## src/rtl/gpio_unit_pkg.sv

```systemverilog
package gpio_unit_pkg;
   localparam int REG_AW = 3;

   localparam logic [REG_AW-1:0] OFS_DIR   = 3'd0;
   localparam logic [REG_AW-1:0] OFS_DOUT  = 3'd1;
   localparam logic [REG_AW-1:0] OFS_DIN   = 3'd2;
   localparam logic [REG_AW-1:0] OFS_REN   = 3'd3;
   localparam logic [REG_AW-1:0] OFS_FEN   = 3'd4;
   localparam logic [REG_AW-1:0] OFS_RSTAT = 3'd5;
   localparam logic [REG_AW-1:0] OFS_FSTAT = 3'd6;

   typedef enum logic [1:0] {
      SVC_NONE   = 2'b00,
      SVC_DETECT = 2'b01,
      SVC_READY  = 2'b10
   } svc_e;
endpackage

```

## src/rtl/gpio_sync.sv

```systemverilog
module gpio_sync #(
   parameter int W      = 16,
   parameter int STAGES = 2
) (
   input  logic         clk,
   input  logic         rst_n,
   input  logic [W-1:0] d,
   output logic [W-1:0] q
);
   logic [STAGES-1:0][W-1:0] chain;

   for (genvar s = 0; s < STAGES; s++) begin : g_stage
      if (s == 0) begin : g_first
         always_ff @(posedge clk or negedge rst_n) begin
            if (!rst_n) chain[0] <= '0;
            else        chain[0] <= d;
         end
      end else begin : g_next
         always_ff @(posedge clk or negedge rst_n) begin
            if (!rst_n) chain[s] <= '0;
            else        chain[s] <= chain[s-1];
         end
      end
   end

   assign q = chain[STAGES-1];
endmodule

```

## src/rtl/gpio_edge_track.sv

```systemverilog
module gpio_edge_track #(
   parameter int W = 16
) (
   input  logic         clk,
   input  logic         rst_n,
   input  logic [W-1:0] level,
   input  logic [W-1:0] rise_clr,
   input  logic [W-1:0] fall_clr,
   output logic [W-1:0] rise_evt,
   output logic [W-1:0] fall_evt,
   output logic [W-1:0] rise_stat,
   output logic [W-1:0] fall_stat
);
   logic [W-1:0] level_q;

   always_ff @(posedge clk or negedge rst_n) begin
      if (!rst_n) level_q <= '0;
      else        level_q <= level;
   end

   assign rise_evt = level & ~level_q;
   assign fall_evt = ~level & level_q;

   // an incoming change outranks a clearing write on the same bit
   always_ff @(posedge clk or negedge rst_n) begin
      if (!rst_n) begin
         rise_stat <= '0;
         fall_stat <= '0;
      end else begin
         rise_stat <= (rise_stat & ~rise_clr) | rise_evt;
         fall_stat <= (fall_stat & ~fall_clr) | fall_evt;
      end
   end
endmodule

```

## src/rtl/gpio_regfile.sv

```systemverilog
module gpio_regfile
   import gpio_unit_pkg::*;
#(
   parameter int W     = 16,
   parameter int BUS_W = 16
) (
   input  logic              clk,
   input  logic              rst_n,
   input  logic              bus_sel,
   input  logic              bus_wr,
   input  logic [REG_AW-1:0] bus_addr,
   input  logic [BUS_W-1:0]  bus_wdata,
   output logic [BUS_W-1:0]  bus_rdata,
   input  logic [W-1:0]      din,
   input  logic [W-1:0]      rise_stat,
   input  logic [W-1:0]      fall_stat,
   output logic [W-1:0]      dir,
   output logic [W-1:0]      dout,
   output logic [W-1:0]      rise_en,
   output logic [W-1:0]      fall_en,
   output logic [W-1:0]      rise_clr,
   output logic [W-1:0]      fall_clr
);
   localparam int NBYTES = BUS_W / 8;

   logic [BUS_W-1:0] wr_word;
   logic [BUS_W-1:0] rd_word;
   logic             wr_hit;

   // host and register byte orders are mirror images
   for (genvar b = 0; b < NBYTES; b++) begin : g_lane
      assign wr_word[b*8 +: 8]   = bus_wdata[(NBYTES-1-b)*8 +: 8];
      assign bus_rdata[b*8 +: 8] = rd_word[(NBYTES-1-b)*8 +: 8];
   end

   assign wr_hit = bus_sel & bus_wr;

   always_ff @(posedge clk or negedge rst_n) begin
      if (!rst_n) begin
         dir     <= '0;
         dout    <= '0;
         rise_en <= '0;
         fall_en <= '0;
      end else if (wr_hit) begin
         case (bus_addr)
            OFS_DIR:  dir     <= wr_word[W-1:0];
            OFS_DOUT: dout    <= wr_word[W-1:0];
            OFS_REN:  rise_en <= wr_word[W-1:0];
            OFS_FEN:  fall_en <= wr_word[W-1:0];
            default: ;
         endcase
      end
   end

   assign rise_clr = (wr_hit && bus_addr == OFS_RSTAT) ? wr_word[W-1:0] : '0;
   assign fall_clr = (wr_hit && bus_addr == OFS_FSTAT) ? wr_word[W-1:0] : '0;

   always_comb begin
      case (bus_addr)
         OFS_DIR:   rd_word = BUS_W'(dir);
         OFS_DOUT:  rd_word = BUS_W'(dout);
         OFS_DIN:   rd_word = BUS_W'(din);
         OFS_REN:   rd_word = BUS_W'(rise_en);
         OFS_FEN:   rd_word = BUS_W'(fall_en);
         OFS_RSTAT: rd_word = BUS_W'(rise_stat);
         OFS_FSTAT: rd_word = BUS_W'(fall_stat);
         default:   rd_word = '0;
      endcase
   end
endmodule

```

## src/rtl/gpio_service.sv

```systemverilog
module gpio_service
   import gpio_unit_pkg::*;
#(
   parameter int W       = 16,
   parameter int RDY_PIN = 0,
   parameter int DET_PIN = 9,
   parameter int DET2_PIN = 10
) (
   input  logic [W-1:0] rise_stat,
   input  logic [W-1:0] fall_stat,
   input  logic [W-1:0] rise_en,
   input  logic [W-1:0] fall_en,
   input  logic [W-1:0] din,
   output logic         irq,
   output logic [1:0]   svc_code,
   output logic         socket_empty
);
   logic [W-1:0] live;
   logic         rdy_pend;
   logic         det_pend;
   svc_e         svc;

   assign live     = (rise_stat & rise_en) | (fall_stat & fall_en);
   assign irq      = |live;
   assign rdy_pend = fall_stat[RDY_PIN] & fall_en[RDY_PIN];
   assign det_pend = fall_stat[DET_PIN] & fall_en[DET_PIN];

   always_comb begin
      if (rdy_pend)      svc = SVC_READY;
      else if (det_pend) svc = SVC_DETECT;
      else               svc = SVC_NONE;
   end

   assign svc_code     = svc;
   assign socket_empty = din[DET_PIN] | din[DET2_PIN];
endmodule

```

## src/rtl/edge_gpio_unit.sv

```systemverilog
module edge_gpio_unit
   import gpio_unit_pkg::*;
#(
   parameter int NPINS       = 16,
   parameter int BUS_W       = 16,
   parameter int SYNC_STAGES = 2,
   parameter int RDY_PIN     = 0,
   parameter int DET_PIN     = 9,
   parameter int DET2_PIN    = 10
) (
   input  logic              clk,
   input  logic              rst_n,
   input  logic              bus_sel,
   input  logic              bus_wr,
   input  logic [REG_AW-1:0] bus_addr,
   input  logic [BUS_W-1:0]  bus_wdata,
   output logic [BUS_W-1:0]  bus_rdata,
   input  logic [NPINS-1:0]  pin_in,
   output logic [NPINS-1:0]  pin_out,
   output logic [NPINS-1:0]  pin_oe,
   output logic              irq,
   output logic [1:0]        svc_code,
   output logic              socket_empty
);
   if (NPINS < 1 || NPINS > BUS_W) begin : g_bad_npins
      $fatal(1, "NPINS must lie in 1..BUS_W");
   end
   if (BUS_W % 8 != 0) begin : g_bad_busw
      $fatal(1, "BUS_W must be whole bytes");
   end
   if (SYNC_STAGES < 2) begin : g_bad_sync
      $fatal(1, "SYNC_STAGES must be at least 2");
   end
   if (RDY_PIN >= NPINS || DET_PIN >= NPINS || DET2_PIN >= NPINS) begin : g_bad_pin
      $fatal(1, "special pin index out of range");
   end

   logic [NPINS-1:0] din, dir, dout, rise_en, fall_en;
   logic [NPINS-1:0] rise_stat, fall_stat, rise_evt, fall_evt;
   logic [NPINS-1:0] rise_clr, fall_clr;

   gpio_sync #(.W(NPINS), .STAGES(SYNC_STAGES)) u_sync (
      .clk(clk), .rst_n(rst_n), .d(pin_in), .q(din)
   );

   gpio_edge_track #(.W(NPINS)) u_track (
      .clk(clk), .rst_n(rst_n), .level(din),
      .rise_clr(rise_clr), .fall_clr(fall_clr),
      .rise_evt(rise_evt), .fall_evt(fall_evt),
      .rise_stat(rise_stat), .fall_stat(fall_stat)
   );

   gpio_regfile #(.W(NPINS), .BUS_W(BUS_W)) u_regs (
      .clk(clk), .rst_n(rst_n),
      .bus_sel(bus_sel), .bus_wr(bus_wr), .bus_addr(bus_addr),
      .bus_wdata(bus_wdata), .bus_rdata(bus_rdata),
      .din(din), .rise_stat(rise_stat), .fall_stat(fall_stat),
      .dir(dir), .dout(dout), .rise_en(rise_en), .fall_en(fall_en),
      .rise_clr(rise_clr), .fall_clr(fall_clr)
   );

   gpio_service #(.W(NPINS), .RDY_PIN(RDY_PIN), .DET_PIN(DET_PIN),
                  .DET2_PIN(DET2_PIN)) u_svc (
      .rise_stat(rise_stat), .fall_stat(fall_stat),
      .rise_en(rise_en), .fall_en(fall_en), .din(din),
      .irq(irq), .svc_code(svc_code), .socket_empty(socket_empty)
   );

   assign pin_oe  = dir;
   assign pin_out = dout & dir;
endmodule

```

## config.mk

```make
export PLATFORM = sky130hd
export DESIGN_NAME = edge_gpio_unit
export DESIGN_NICKNAME = d
export VERILOG_FILES = /design/src/rtl/gpio_unit_pkg.sv /design/src/rtl/gpio_sync.sv /design/src/rtl/gpio_edge_track.sv /design/src/rtl/gpio_regfile.sv /design/src/rtl/gpio_service.sv /design/src/rtl/edge_gpio_unit.sv
export SDC_FILE = /design/constraint.sdc
export NUM_CORES = 1
export LEC_CHECK = 0
export ABC_AREA = 1
export BUFFER_PORTS_ARGS = -buffer_cell sky130_fd_sc_hd__buf_2
export CORE_ASPECT_RATIO = 1.25
export CORE_UTILIZATION = 51
export DETAILED_ROUTE_END_ITERATION = 10
export PLACE_DENSITY = 0.82
export SLEW_MARGIN = 0
export SYNTH_ARGS = -nofsm -noshare
export SYNTH_HDL_FRONTEND = slang
export SYNTH_SLANG_ARGS = --single-unit
```

## constraint.sdc

```tcl
create_clock -name clk -period 1.3 [get_ports clk]
set_clock_uncertainty 0.05 [all_clocks]
set_input_delay 0.26 -clock clk [delete_from_list [all_inputs] [get_ports clk]]
set_output_delay 0.26 -clock clk [all_outputs]
set_load 0.02 [all_outputs]
```

# Word-level counts from Yosys, hierarchy flattened
# Cells that the tools add are included.
# totals
register_bits	144
wordCells	46
in_bits	39
# classes
eq_ne	6
reduce_logical	8
bitwise_logic	18
muxes	5
# op_table
op	count
$and A16 B16 Y16	7
$pmux W16 S7	1
$not A16 Y16	4
$or A16 B16 Y16	3
$mux W16	2
$reduce_or A16 Y1	1
$eq A3 B3 Y1 const B	3
$reduce_and A2 Y1	4
$eq A3 B2 Y1 const B	2
$and A1 B1 Y1	3
$eq A3 B1 Y1 const B	1
$logic_not A3 Y1	1
$logic_and A1 B1 Y1	2
$mux W2	1
$mux W1	1
$or A1 B1 Y1	1

# Logic depth before layout (Yosys ltp)
# depth
word_depth	6
depth_mapped	8
mapped_depth_nobuf	6

# Hierarchy
# Synthesis repeated with hierarchy kept, for this count alone.
# unflattened
hier_cells	910
area_unflattened_um2	6901.6
# modules_own_cells
mod	area_each_um2	instances	cells_each
gpio_regfile	3678.5	1	523
gpio_edge_track	1921.8	1	240
gpio_sync	920.9	1	48
gpio_service	260.2	1	67
edge_gpio_unit	120.1	1	32

# Worst setup path before layout
# Ideal clock, no wire load.
# synth_path
kind	input to output
startpoint	in bus_addr[2]
endpoint	out bus_rdata[4]
path_slack_ns	-0.230
arrival_time_ns	1.220
stages	8
path_cell_list	buf_2 -> inv_2 -> buf_4 -> buf_2 -> nand4_1 -> o21ai_0 -> nor2_1 -> nand2_1
# synth_via
elab_chain_cells	2
word_cells_on_any_way	8
classes_between	6 x eq/ne; 1 x mux; 1 x reduce/logical
# synth_lines
element	line_no	source
start: declaration	edge_gpio_unit.sv:15	input logic [REG_AW-1:0] bus_addr,
$eq A3 B3 Y1, or another cell as far along	gpio_regfile.sv:59	case (bus_addr)
$pmux W16 S7 (*)	gpio_regfile.sv:59	
end: declaration	edge_gpio_unit.sv:17	output logic [BUS_W-1:0] bus_rdata,
# Mark *: on every way between the ends. The rest lies on a longest branch, timed or not.

# Final worst setup path
# layout_path
startpoint	reg u_regs.fall_en[15]
endpoint	out irq
# layout_via
elab_chain_cells	3
# layout_lines
element	line_no	source
start: declaration	gpio_regfile.sv:20	output logic [W-1:0] fall_en,
start signal: assignment	gpio_regfile.sv:49	OFS_FEN: fall_en <= wr_word[W-1:0];
$and A16 B16 Y16	gpio_service.sv:23	assign live = (rise_stat & rise_en) | (fall_stat & fall_en);
$or A16 B16 Y16	gpio_service.sv:23	
$reduce_or A16 Y1	gpio_service.sv:24	assign irq = |live;
end: declaration	edge_gpio_unit.sv:21	output logic irq,
# Every way passes these cells.

==> impl_results.html <==
<table>
<tr><th>Metric</th><th>Value</th></tr>
<tr><th colspan="2">Timing</th></tr>
<tr><td>Number of hold violations in the final report</td><td>0</td></tr>
<tr><td>Summed negative setup slack over all endpoints</td><td>-12.46 ns</td></tr>
<tr><td>Transition at the pin with the smallest max-transition slack</td><td>0.336 ns</td></tr>
<tr><td>Final slew viol count</td><td>0</td></tr>
<tr><td>Minimum clock period</td><td>2.02 ns</td></tr>
<tr><td>Slew margin rel.</td><td>0.776</td></tr>
<tr><td>Period Utilization, post-route</td><td>1.55</td></tr>
<tr><td>RSZ-0062 raised after global routing</td><td>yes</td></tr>
<tr><td>Worst path setup slack after routing</td><td>-0.719 ns</td></tr>
<tr><td>Peak Freq</td><td>0.495 GHz</td></tr>
<tr><td>Final number of setup-violating endpoints</td><td>52</td></tr>
<tr><th colspan="2">Placed design</th></tr>
<tr><td>Post-detailed-placement half-perimeter wirelength</td><td>11500 µm</td></tr>
<tr><td>Number of placed instances with taps included</td><td>1081</td></tr>
<tr><td>Number of input and output port buffers inserted</td><td>90</td></tr>
<tr><td>Worst setup timing slack at the placement stage</td><td>-0.425 ns</td></tr>
<tr><td>Cell area reported after detailed placement</td><td>0.00772 mm²</td></tr>
<tr><td>Final estimated routing congestion in global placement</td><td>0.827</td></tr>
<tr><th colspan="2">Logic synthesis</th></tr>
<tr><td>Largest cells by area after synthesis</td><td>sky130_fd_sc_hd__dfrtp_1 57%, sky130_fd_sc_hd__nand2_1 14%, sky130_fd_sc_hd__o21ai_0 9.4%</td></tr>
<tr><td>Post-synthesis average cell area</td><td>8.24 µm²</td></tr>
<tr><td>Netlist area before placement</td><td>0.00630 mm²</td></tr>
<tr><td>Flop and latch count out of synthesis</td><td>144</td></tr>
<tr><td>Synth unique cells</td><td>22</td></tr>
<tr><td>Count of flip-flops with a built-in enable after synthesis</td><td>0</td></tr>
<tr><td>Sequential element share of the synthesized area</td><td>0.572</td></tr>
<tr><td>Post-synth top area cell</td><td>sky130_fd_sc_hd__dfrtp_1</td></tr>
<tr><td>Syn Nets</td><td>804</td></tr>
<tr><td>Share of Yosys cell area claimed by the top area cell type</td><td>0.572</td></tr>
<tr><td>Share of flip-flops with an asynchronous set or reset after synthesis</td><td>1.00</td></tr>
<tr><td>Primary flip-flop cell chosen by synthesis mapping</td><td>sky130_fd_sc_hd__dfrtp_1</td></tr>
<tr><td>Synthesis warning total</td><td>0</td></tr>
<tr><td>Gate Count Post-Synth</td><td>765</td></tr>
<tr><th colspan="2">GRT</th></tr>
<tr><td>GRT met3 Usage</td><td>0.100</td></tr>
<tr><td>Largest net degree at the start of global routing</td><td>48</td></tr>
<tr><td>GRT met2 Usage</td><td>0.573</td></tr>
<tr><td>Via count of the first global-routing pass</td><td>6691</td></tr>
<tr><td>Global-route usage over all layers</td><td>0.355</td></tr>
<tr><td>Number of antenna violations at the first check in global routing</td><td>0</td></tr>
<tr><td>Global-route wire length before repair</td><td>33900 µm</td></tr>
<tr><td>Busiest layer in global routing</td><td>met2</td></tr>
<tr><td>Grt ovf</td><td>0</td></tr>
<tr><td>Met1 routing resource usage after global routing</td><td>0.417</td></tr>
<tr><th colspan="2">Route</th></tr>
<tr><td>Via count normalized by instance count</td><td>6.12</td></tr>
<tr><td>Wire length per cell after detailed routing</td><td>21.4 µm</td></tr>
<tr><td>Antenna Violating Nets Remaining</td><td>0</td></tr>
<tr><td>Count of vias placed by the detailed router</td><td>7117</td></tr>
<tr><td>Initial DRC Count</td><td>976</td></tr>
<tr><td>Post-detailed-routing wire length</td><td>24800 µm</td></tr>
<tr><td>First-pass iteration count of the detailed router</td><td>8</td></tr>
<tr><td>Remaining DRCs</td><td>0</td></tr>
<tr><th colspan="2">Floorplan</th></tr>
<tr><td>Die area</td><td>0.0128 mm²</td></tr>
<tr><td>DIE HEIGHT</td><td>126 µm</td></tr>
<tr><td>Die Span X</td><td>101 µm</td></tr>
<tr><td>Initial Utilization</td><td>0.521</td></tr>
<tr><td>Core outline area</td><td>0.0121 mm²</td></tr>
<tr><td>Count of standard-cell rows</td><td>45</td></tr>
<tr><td>Ports</td><td>91</td></tr>
<tr><th colspan="2">Worst setup path</th></tr>
<tr><td>Maximum fanout along the worst path</td><td>2</td></tr>
<tr><td>Data arrival time of the critical path</td><td>1.71 ns</td></tr>
<tr><td>Critical Path Source Type</td><td>flop</td></tr>
<tr><td>Critical Path RT</td><td>0.99 ns</td></tr>
<tr><td>Type of element capturing the critical path</td><td>output pin</td></tr>
<tr><td>Kind of critical path</td><td>reg2out</td></tr>
<tr><th colspan="2">Clock network</th></tr>
<tr><td>Sinks on the clock net</td><td>144</td></tr>
<tr><td>CTS tree</td><td>built</td></tr>
<tr><td>Buffer cell driving the clock tree root</td><td>sky130_fd_sc_hd__clkbuf_16</td></tr>
<tr><td>Maximum clock path buffer count</td><td>2</td></tr>
<tr><td>H-tree depth</td><td>4</td></tr>
<tr><td>Clock transition at the register clock pins on the worst setup and hold paths after CTS</td><td>0.06 ns</td></tr>
<tr><td>Cts bufs inserted</td><td>17</td></tr>
<tr><td>Worst-skew pair later-pin latency</td><td>0.44 ns</td></tr>
<tr><th colspan="2">Cells and area</th></tr>
<tr><td>Number of nets in the layout</td><td>1026</td></tr>
<tr><td>Layout overhead on the synthesized area</td><td>51.4%</td></tr>
<tr><td>Filler-free cell count of the finished design</td><td>1163</td></tr>
<tr><td>Ant diodes</td><td>0</td></tr>
<tr><td>Utilization after layout</td><td>0.788</td></tr>
<tr><td>Final instance area</td><td>0.00954 mm²</td></tr>
<tr><td>Layout cell share with drive strength beyond 1</td><td>0.364</td></tr>
<tr><th colspan="2">Job</th></tr>
<tr><td>Max-cap violation count</td><td>0</td></tr>
<tr><th colspan="2">Pwr</th></tr>
<tr><td>Max rail drop VDD</td><td>1.09 mV</td></tr>
<tr><td>Static leakage</td><td>0.00486 µW</td></tr>
<tr><td>Power density normalized to cell area</td><td>1560 mW/mm²</td></tr>
<tr><th colspan="2">Min path</th></tr>
<tr><td>Tightest Hold Check Type</td><td>in2reg</td></tr>
<tr><th colspan="2">Status</th></tr>
<tr><td>Result of the run</td><td>complete, but fails checks</td></tr>
<tr><td>Failing checks</td><td>negative setup slack</td></tr>
</table>
-- path summary, 6_finish.rpt --
path	startpoint	end	slack, ns	cells past startpoint
min	bus_wdata[1]	u_track.rise_stat[9]	0.06	4
max in group asynchronous	rst_n	u_regs.rise_en[14]	0.49	3
min in group asynchronous	rst_n	u_sync.chain[5]	0.18	2
max	u_regs.fall_en[15]	irq	-0.72	7
max reg2reg	u_regs.fall_en[5]	u_regs.fall_en[5]	0.15	5
min reg2reg	u_sync.chain[15]	u_sync.q[15]	0.30	0
-- through the flow --
stage	hold WS [ns]	total power, µW
after floorplan	-0.0856	6740
after global placement	0.0688	7740
after detailed placement	0.0647	7830
after CTS	0.0544	14000
after global routing	0.0755	15300
final	0.0591	14900
-- critical path, cell delays in order, from the launching register on --
cell and delay (ns):
sky130_fd_sc_hd__dfrtp_1 0.41, sky130_fd_sc_hd__nand2_1 0.09, sky130_fd_sc_hd__nand2_1 0.12, sky130_fd_sc_hd__nor2_2 0.17, sky130_fd_sc_hd__nand2_1 0.11, sky130_fd_sc_hd__nor2_2 0.17
sky130_fd_sc_hd__nand2_2 0.08, sky130_fd_sc_hd__buf_6 0.13
-- routing by layer --
metal / part of all wire / vias up
met2: 0.45 / 738
met5: 0 / -
met4: 0.088 / 0
met1: 0.33 / 3272
li1: - / 2861
met3: 0.13 / 246
-- repair_timing --
| action | CTS | global route |
|---|---|---|
| gates resized for setup | 132 | 116 |
| endpoints found under the hold margin | 160 | 0 |
| cloned | 0 | 2 |
| setup endpoints to repair | 52 | 67 |
| pin swaps | 53 | 49 |
| setup buffers | 18 | 21 |
| hold buffers | 17 | 0 |
-- layout make-up --
cell class / count / area, µm²
clock inverter: 9 / 201
fill: 608 / 2560
multi-input combinational: 488 / 2480
tap: 164 / 205
timing repair buffer: 235 / 2150
inverter: 101 / 407
sequential: 144 / 3600
clock buffer: 22 / 494
-- cells by family (layout without fill, tap and decap cells) --
logic type	Yosys count	in the layout	share of synthesized area
flip-flops	144	144	0.572
buffers and inverters	133	367	0.0858
AO/OA/AOI/OAI	134	134	0.106
AND/OR/NAND/NOR	354	354	0.236
-- cell usage after synthesis, types with 4 or more instances --
library cell and number:
sky130_fd_sc_hd__nand2_1 228, sky130_fd_sc_hd__dfrtp_1 144, sky130_fd_sc_hd__o21ai_0 118, sky130_fd_sc_hd__inv_1 98, sky130_fd_sc_hd__nor2_1 59, sky130_fd_sc_hd__nand3_1 36
sky130_fd_sc_hd__nand4_1 16, sky130_fd_sc_hd__o21ai_1 16, sky130_fd_sc_hd__buf_2 13, sky130_fd_sc_hd__clkbuf_1 13, sky130_fd_sc_hd__nor3_1 6, sky130_fd_sc_hd__buf_4 4
-- cell usage in the layout, fill, tap and decap left out, drive strengths merged --
| cell | instances |
|---|---|
| nand2 | 229 |
| buf | 215 |
| dfrtp | 144 |
| o21ai | 134 |
| inv | 101 |
| nor2 | 62 |
| nand3 | 39 |
| clkbuf | 25 |
| nand4 | 18 |
| dlygate4sd3 | 17 |
| nor3 | 6 |
| bufinv | 6 |
| clkinv | 2 |
| clkinvlp | 1 |
-- registers in the layout (all words and copies together) (netlist names) --
| name | count |
|---|---|
| u_regs.rise_en | 16 |
| u_track.rise_stat | 16 |
| u_track.fall_stat | 16 |
| u_regs.dout | 16 |
| u_sync.q | 16 |
| u_track.level_q | 16 |
| u_sync.chain | 16 |
| u_regs.dir | 16 |
| u_regs.fall_en | 16 |
-- report_power, final --
part           switching, µW  internal (µW)  total (µW)
sequential               498           5010        5500
clock                   1940           3840        5780
combinational           2010           1580        3600
total                   4450          10400       14900
Note: power is estimated with default switching activity, not from simulation.
